## config.mk

```make
export PLATFORM = sky130hd
export DESIGN_NAME = risc_exec_unit
export DESIGN_NICKNAME = d
export VERILOG_FILES = /design/src/rtl/risc_exec_pkg.sv /design/src/rtl/risc_exec_decode.sv /design/src/rtl/risc_exec_alu.sv /design/src/rtl/risc_exec_wb_gate.sv /design/src/rtl/risc_exec_unit.sv
export SDC_FILE = /design/constraint.sdc
export NUM_CORES = 1
export LEC_CHECK = 0
export ABC_AREA = 0
export BUFFER_PORTS_ARGS = -buffer_cell sky130_fd_sc_hd__buf_2
export CORE_ASPECT_RATIO = 1.5
export CORE_MARGIN = 1
export CORE_UTILIZATION = 45
export DETAILED_ROUTE_END_ITERATION = 10
export PLACE_DENSITY = 0.71
export SETUP_SLACK_MARGIN = 0.5
export SLEW_MARGIN = 0
export SYNTH_ARGS = -nofsm -noshare
export SYNTH_HDL_FRONTEND = slang
export SYNTH_SLANG_ARGS = --single-unit
```

## constraint.sdc

```tcl
create_clock -name vclk -period 14.5
set_clock_uncertainty 0.15 [all_clocks]
set_input_delay 4.35 -clock vclk [all_inputs]
set_output_delay 4.35 -clock vclk [all_outputs]
set_load 0.1 [all_outputs]
```

## src/rtl/risc_exec_pkg.sv

```systemverilog
package risc_exec_pkg;
  localparam int INSTR_W   = 32;
  localparam int REG_IDX_W = 5;
  localparam int IMM_W     = 16;
  localparam int OPC_W     = 6;
  localparam int FN_W      = 6;
  localparam int SA_W      = 5;

  localparam logic [OPC_W-1:0] OPC_REG   = 6'd0;
  localparam logic [OPC_W-1:0] OPC_ADDI  = 6'd8;
  localparam logic [OPC_W-1:0] OPC_ADDIU = 6'd9;
  localparam logic [OPC_W-1:0] OPC_SLTI  = 6'd10;
  localparam logic [OPC_W-1:0] OPC_SLTIU = 6'd11;
  localparam logic [OPC_W-1:0] OPC_ANDI  = 6'd12;
  localparam logic [OPC_W-1:0] OPC_ORI   = 6'd13;
  localparam logic [OPC_W-1:0] OPC_XORI  = 6'd14;
  localparam logic [OPC_W-1:0] OPC_LUI   = 6'd15;

  localparam logic [FN_W-1:0] FN_SLL  = 6'h00;
  localparam logic [FN_W-1:0] FN_SRL  = 6'h02;
  localparam logic [FN_W-1:0] FN_SRA  = 6'h03;
  localparam logic [FN_W-1:0] FN_SLLV = 6'h04;
  localparam logic [FN_W-1:0] FN_SRLV = 6'h06;
  localparam logic [FN_W-1:0] FN_SRAV = 6'h07;
  localparam logic [FN_W-1:0] FN_ADD  = 6'h20;
  localparam logic [FN_W-1:0] FN_ADDU = 6'h21;
  localparam logic [FN_W-1:0] FN_SUB  = 6'h22;
  localparam logic [FN_W-1:0] FN_SUBU = 6'h23;
  localparam logic [FN_W-1:0] FN_AND  = 6'h24;
  localparam logic [FN_W-1:0] FN_OR   = 6'h25;
  localparam logic [FN_W-1:0] FN_XOR  = 6'h26;
  localparam logic [FN_W-1:0] FN_NOR  = 6'h27;
  localparam logic [FN_W-1:0] FN_SLT  = 6'h2A;
  localparam logic [FN_W-1:0] FN_SLTU = 6'h2B;

  typedef enum logic [3:0] {
    ALU_ADD, ALU_SUB, ALU_AND, ALU_OR, ALU_XOR, ALU_NOR, ALU_SLT, ALU_SLTU,
    ALU_SLL, ALU_SRL, ALU_SRA, ALU_LUI
  } alu_op_e;

  typedef struct packed {
    alu_op_e op;
    logic    use_imm;
    logic    imm_sext;
    logic    var_shift;
    logic    dst_rd;
    logic    traps;
    logic    legal;
  } exec_ctrl_t;
endpackage

```

## src/rtl/risc_exec_decode.sv

```systemverilog
module risc_exec_decode
  import risc_exec_pkg::*;
(
  input  logic [OPC_W-1:0] opc_i,
  input  logic [FN_W-1:0]  fn_i,
  output exec_ctrl_t       ctrl_o
);
  exec_ctrl_t c;

  always_comb begin
    c          = '0;
    c.op       = ALU_ADD;
    c.legal    = 1'b1;
    if (opc_i == OPC_REG) begin
      c.dst_rd = 1'b1;
      unique case (fn_i)
        FN_ADD:  begin c.op = ALU_ADD; c.traps = 1'b1; end
        FN_ADDU: c.op = ALU_ADD;
        FN_SUB:  begin c.op = ALU_SUB; c.traps = 1'b1; end
        FN_SUBU: c.op = ALU_SUB;
        FN_AND:  c.op = ALU_AND;
        FN_OR:   c.op = ALU_OR;
        FN_XOR:  c.op = ALU_XOR;
        FN_NOR:  c.op = ALU_NOR;
        FN_SLT:  c.op = ALU_SLT;
        FN_SLTU: c.op = ALU_SLTU;
        FN_SLL:  c.op = ALU_SLL;
        FN_SRL:  c.op = ALU_SRL;
        FN_SRA:  c.op = ALU_SRA;
        FN_SLLV: begin c.op = ALU_SLL; c.var_shift = 1'b1; end
        FN_SRLV: begin c.op = ALU_SRL; c.var_shift = 1'b1; end
        FN_SRAV: begin c.op = ALU_SRA; c.var_shift = 1'b1; end
        default: c.legal = 1'b0;
      endcase
    end else begin
      c.use_imm = 1'b1;
      unique case (opc_i)
        OPC_ADDI:  begin c.op = ALU_ADD;  c.imm_sext = 1'b1; c.traps = 1'b1; end
        OPC_ADDIU: begin c.op = ALU_ADD;  c.imm_sext = 1'b1; end
        OPC_SLTI:  begin c.op = ALU_SLT;  c.imm_sext = 1'b1; end
        OPC_SLTIU: begin c.op = ALU_SLTU; c.imm_sext = 1'b1; end
        OPC_ANDI:  c.op = ALU_AND;
        OPC_ORI:   c.op = ALU_OR;
        OPC_XORI:  c.op = ALU_XOR;
        OPC_LUI:   c.op = ALU_LUI;
        default:   c.legal = 1'b0;
      endcase
    end
  end

  assign ctrl_o = c;
endmodule

```

## src/rtl/risc_exec_alu.sv

```systemverilog
module risc_exec_alu
  import risc_exec_pkg::*;
#(
  parameter int DATA_W = 32
) (
  input  exec_ctrl_t        ctrl_i,
  input  logic [DATA_W-1:0] rs_val_i,
  input  logic [DATA_W-1:0] rt_val_i,
  input  logic [IMM_W-1:0]  imm_i,
  input  logic [SA_W-1:0]   sa_i,
  output logic [DATA_W-1:0] result_o,
  output logic              ovf_raw_o
);
  localparam int MSB     = DATA_W - 1;
  localparam int SHAMT_W = $clog2(DATA_W);
  localparam int EXT_W   = DATA_W - IMM_W;

  logic [DATA_W-1:0]  imm_ext, b_op, b_add, sh_src;
  logic [DATA_W:0]    sum_w;
  logic [SHAMT_W-1:0] amt;
  logic               sub_sel, lt_s, lt_u;

  assign imm_ext = ctrl_i.imm_sext ? {{EXT_W{imm_i[IMM_W-1]}}, imm_i}
                                   : {{EXT_W{1'b0}}, imm_i};
  assign b_op    = ctrl_i.use_imm ? imm_ext : rt_val_i;

  // one adder: add, sub and both compares
  assign sub_sel   = (ctrl_i.op == ALU_SUB) || (ctrl_i.op == ALU_SLT) || (ctrl_i.op == ALU_SLTU);
  assign b_add     = sub_sel ? ~b_op : b_op;
  assign sum_w     = {1'b0, rs_val_i} + {1'b0, b_add} + (DATA_W+1)'(sub_sel);
  assign ovf_raw_o = (rs_val_i[MSB] == b_add[MSB]) && (sum_w[MSB] != rs_val_i[MSB]);
  assign lt_s      = sum_w[MSB] ^ ovf_raw_o;
  assign lt_u      = ~sum_w[DATA_W];

  assign sh_src = ctrl_i.var_shift ? rs_val_i : rt_val_i;
  assign amt    = ctrl_i.var_shift ? rt_val_i[SHAMT_W-1:0] : SHAMT_W'(sa_i);

  always_comb begin
    unique case (ctrl_i.op)
      ALU_ADD,
      ALU_SUB:  result_o = sum_w[MSB:0];
      ALU_AND:  result_o = rs_val_i & b_op;
      ALU_OR:   result_o = rs_val_i | b_op;
      ALU_XOR:  result_o = rs_val_i ^ b_op;
      ALU_NOR:  result_o = ~(rs_val_i | b_op);
      ALU_SLT:  result_o = {{(DATA_W-1){1'b0}}, lt_s};
      ALU_SLTU: result_o = {{(DATA_W-1){1'b0}}, lt_u};
      ALU_SLL:  result_o = sh_src << amt;
      ALU_SRL:  result_o = sh_src >> amt;
      ALU_SRA:  result_o = DATA_W'($signed(sh_src) >>> amt);
      ALU_LUI:  result_o = {imm_i, {EXT_W{1'b0}}};
      default:  result_o = '0;
    endcase
  end
endmodule

```

## src/rtl/risc_exec_wb_gate.sv

```systemverilog
module risc_exec_wb_gate
  import risc_exec_pkg::*;
(
  input  logic                 legal_i,
  input  logic                 traps_i,
  input  logic                 dst_rd_i,
  input  logic                 ovf_raw_i,
  input  logic [REG_IDX_W-1:0] rd_i,
  input  logic [REG_IDX_W-1:0] rt_i,
  output logic [REG_IDX_W-1:0] dst_idx_o,
  output logic                 wr_en_o,
  output logic                 ovf_o,
  output logic                 illegal_o
);
  assign dst_idx_o = dst_rd_i ? rd_i : rt_i;
  assign ovf_o     = legal_i & traps_i & ovf_raw_i;
  assign wr_en_o   = legal_i & ~ovf_o & (dst_idx_o != '0);
  assign illegal_o = ~legal_i;
endmodule

```

## src/rtl/risc_exec_unit.sv

```systemverilog
module risc_exec_unit
  import risc_exec_pkg::*;
#(
  parameter int DATA_W = 32
) (
  input  logic [INSTR_W-1:0]   instr_i,
  input  logic [DATA_W-1:0]    rs_val_i,
  input  logic [DATA_W-1:0]    rt_val_i,
  output logic [REG_IDX_W-1:0] dst_idx_o,
  output logic                 wr_en_o,
  output logic [DATA_W-1:0]    result_o,
  output logic                 ovf_o,
  output logic                 illegal_o
);
  exec_ctrl_t ctrl;
  logic       ovf_raw;
  logic [REG_IDX_W-1:0] unused_rs;

  assign unused_rs = instr_i[25:21]; // operand already fetched by the caller

  risc_exec_decode u_dec (
    .opc_i  (instr_i[31:26]),
    .fn_i   (instr_i[5:0]),
    .ctrl_o (ctrl)
  );

  risc_exec_alu #(.DATA_W(DATA_W)) u_alu (
    .ctrl_i    (ctrl),
    .rs_val_i  (rs_val_i),
    .rt_val_i  (rt_val_i),
    .imm_i     (instr_i[15:0]),
    .sa_i      (instr_i[10:6]),
    .result_o  (result_o),
    .ovf_raw_o (ovf_raw)
  );

  risc_exec_wb_gate u_wb (
    .legal_i   (ctrl.legal),
    .traps_i   (ctrl.traps),
    .dst_rd_i  (ctrl.dst_rd),
    .ovf_raw_i (ovf_raw),
    .rd_i      (instr_i[15:11]),
    .rt_i      (instr_i[20:16]),
    .dst_idx_o (dst_idx_o),
    .wr_en_o   (wr_en_o),
    .ovf_o     (ovf_o),
    .illegal_o (illegal_o)
  );
endmodule

```

==> results_dict.tcl <==
set metrics [dict create \
    drcViolationCount 0 \
    seq_cells 0 \
    final_area_um2 11400 \
    status "finished clean" \
    p_sw_uw 390 \
    setup_slack_ns 0.577 \
    drive_gt1_share_pct 17.4 \
    worst-setup-path-type "primary input to primary output" \
    synthXorXnorAreaFrac_pct 5.05 \
    synth_top_family_by_area "compound AO/OA/AOI/OAI gates" \
    hold_buffers 0 \
    hpwl_mm 42.2 \
    yosys-top-cells-count "mux2i_1 (145), a21oi_1 (144), nor2_1 (137)" \
    synth-compound-area-share_pct 36.9 \
    tns_ns 0 \
    fin_crit_sh_pct 96.0 \
    drt_wl_total_mm 53.6 \
    worstSetupStartpointType "primary input" \
    start_util_pct 46.2 \
    syn_to_final_growth_pct 9.80 \
    muxShareOfSynthArea_pct 19.4 \
    internal_power_uw 142 \
    setup_viol 0 \
    rsz0062_at_grt "true" \
    synth_nets 1702 \
    grt_pass1_wl_mm 78.6 \
    num_io_pins 136 \
    vias_per_cell 7.14 \
    grt_pass1_vias 12228 \
    irDropWorstVdd_uv 37.9 \
    syn_area_um2 10400 \
    antenna_cells 0 \
    synth_top_area_share_pct 14.0 \
    required_ns 10.00 \
    die-area_um2 23700 \
    pwr-share-seq_pct 0 \
    grt_max_degree 52 \
    p_clk_share_pct 0 \
    gp_congestion 1.06 \
    place_area_um2 11400 \
    drtPass1Iterations 8 \
    pre_cts_ws_ns 0.541 \
    num_vias 13197 \
    wl_per_cell_um 29.0 \
    die_w_um 126 \
    yosysWarnings 0 \
    clock_buffers 0 \
    drtIter0Drc 1625 \
    cellLeakagePower_nw 5.25 \
    slew_violations 0 \
    seq_area_um2 0 \
    synth.lib_cells_used.distinct 97 \
    seq_area_frac_synth_pct 0 \
    rows 67 \
    finalNonFillerCells 1849 \
    synthTopCellsByArea "mux2i_1 (14%), ha_1 (12%), a21oi_1 (6.9%)" \
    grt_antenna_before_repair 0 \
    worst_pin_slew_ns 1.29 \
    num-nets-final 1768 \
    multiInputGateArea_um2 9690 \
    yosys.area.top_type "mux2i_1" \
    antenna_left 0 \
    p_per_area_nw_per_um2 46.6 \
    synthAdderAreaFrac_pct 11.8 \
    cp.arrival_ns 9.42 \
    dp_cells 1849 \
    final_core_util_pct 50.8 \
    swShare_pct 73.2 \
    crit_fanout 15 \
    min_path_type "primary input to primary output" \
    period_needed_ns 13.92 \
    synthSimpleGateAreaFrac_pct 19.0 \
    syn_avg_cell_area_um2 6.88 \
    grt_overflow 0 \
    maxSlewHeadroom_pct 13.6 \
    synth.most_common_cell "mux2i_1" \
    grt_usage_pct 44.1 \
    hold_viol 0 \
    portBuffers 131 \
    max_freq_ghz 0.0718 \
    dieHeight_um 188 \
    coreArea_um2 22500 \
    p_comb_share_pct 100.0 \
    syn_inst 1509 \
    final.fill_count 2390 \
    drv_cap 0 \
    end_kind "primary output" \
]
path summary, 6_finish.rpt:
| kind | from | depth (start not counted) | slack, ns | end |
|---|---|---|---|---|
| max | instr_i[28] | 20 | 0.58 | result_o[28] |
| min | instr_i[30] | 4 | 9.16 | wr_en_o |
cells by family after synthesis:
family	count (synthesis)
AO/OA/AOI/OAI	568
XOR/XNOR	59
adder cells (fa/ha/maj)	97
buffers and inverters	197
multiplexers	187
AND/OR/NAND/NOR	401
layout by cell type (no fill, tap or decap), types with 7 or more instances in the layout:
master,instances
a21oi_1,143
mux2i_1,142
nor2_1,137
buf_2,128
nand2_1,107
o21ai_0,102
ha_1,96
inv_1,76
buf_4,53
a211oi_1,45
xnor2_1,42
nand3_1,31
mux2_2,30
a21o_1,26
nor3_1,25
o21ai_1,23
o211ai_1,22
a221oi_1,22
a31oi_1,17
a22oi_1,17
a221o_1,17
xor2_1,16
nand2b_1,14
nor2b_1,14
o22ai_1,14
a21boi_0,11
nand4_1,11
a22o_1,9
o221ai_1,9
mux4_2,8
and3_1,7
o21a_1,7
o21bai_1,7
a222oi_1,7
worst max-delay path, stage by stage:
cell	delay (ns)
buf_2	0.14
or3_4	0.43
nor3_4	0.30
o311a_2	0.30
a31o_2	0.39
buf_4	0.30
buf_4	0.33
xnor2_1	0.12
ha_1	0.36
and2_1	0.24
nand2_1	0.09
nand2_1	0.05
a21oi_1	0.18
o21ai_0	0.16
a211oi_1	0.28
a2bb2oi_1	0.41
xnor2_1	0.15
a21oi_1	0.35
o221ai_1	0.25
buf_12	0.22
what timing repair did:
item	CTS	global route
setup endpoints to repair	0	5
gates resized for setup	0	6
endpoints found under the hold margin	0	0
setup buffers	0	0
final cells by class:
| class | count | area share, % |
|---|---|---|
| Multi-Input combinational cell | 1312 | 84.9 |
| Timing Repair Buffer | 184 | 9.52 |
| Tap cell | 276 | 3.03 |
| Inverter | 77 | 2.53 |
routing by layer:
layer,global-route usage [%],part of all wire (%),up-vias
li1,-,-,5814
met1,52.5,36,6210
met2,72.6,46,958
met3,6.42,9.4,215
met4,30.1,8.3,0
met5,0,0,-
metrics by stage:
step / hold slack, ns / power (mW)
detailed placement: 9.16 / 0.512
global placement: 9.15 / 0.509
global route: 9.19 / 0.552
floorplan: 9.02 / 0.363
finish: 9.16 / 0.532
CTS: 9.17 / 0.514
power by group through the flow:
stage	sequential, mW	clock [mW]	combinational, mW
floorplan	0	0	0.363
global placement	0	0	0.509
CTS	0	0	0.514
global route	0	0	0.552
finish	0	0	0.532
detailed placement	0	0	0.512
No activity file was read; power rests on OpenSTA's default activity.
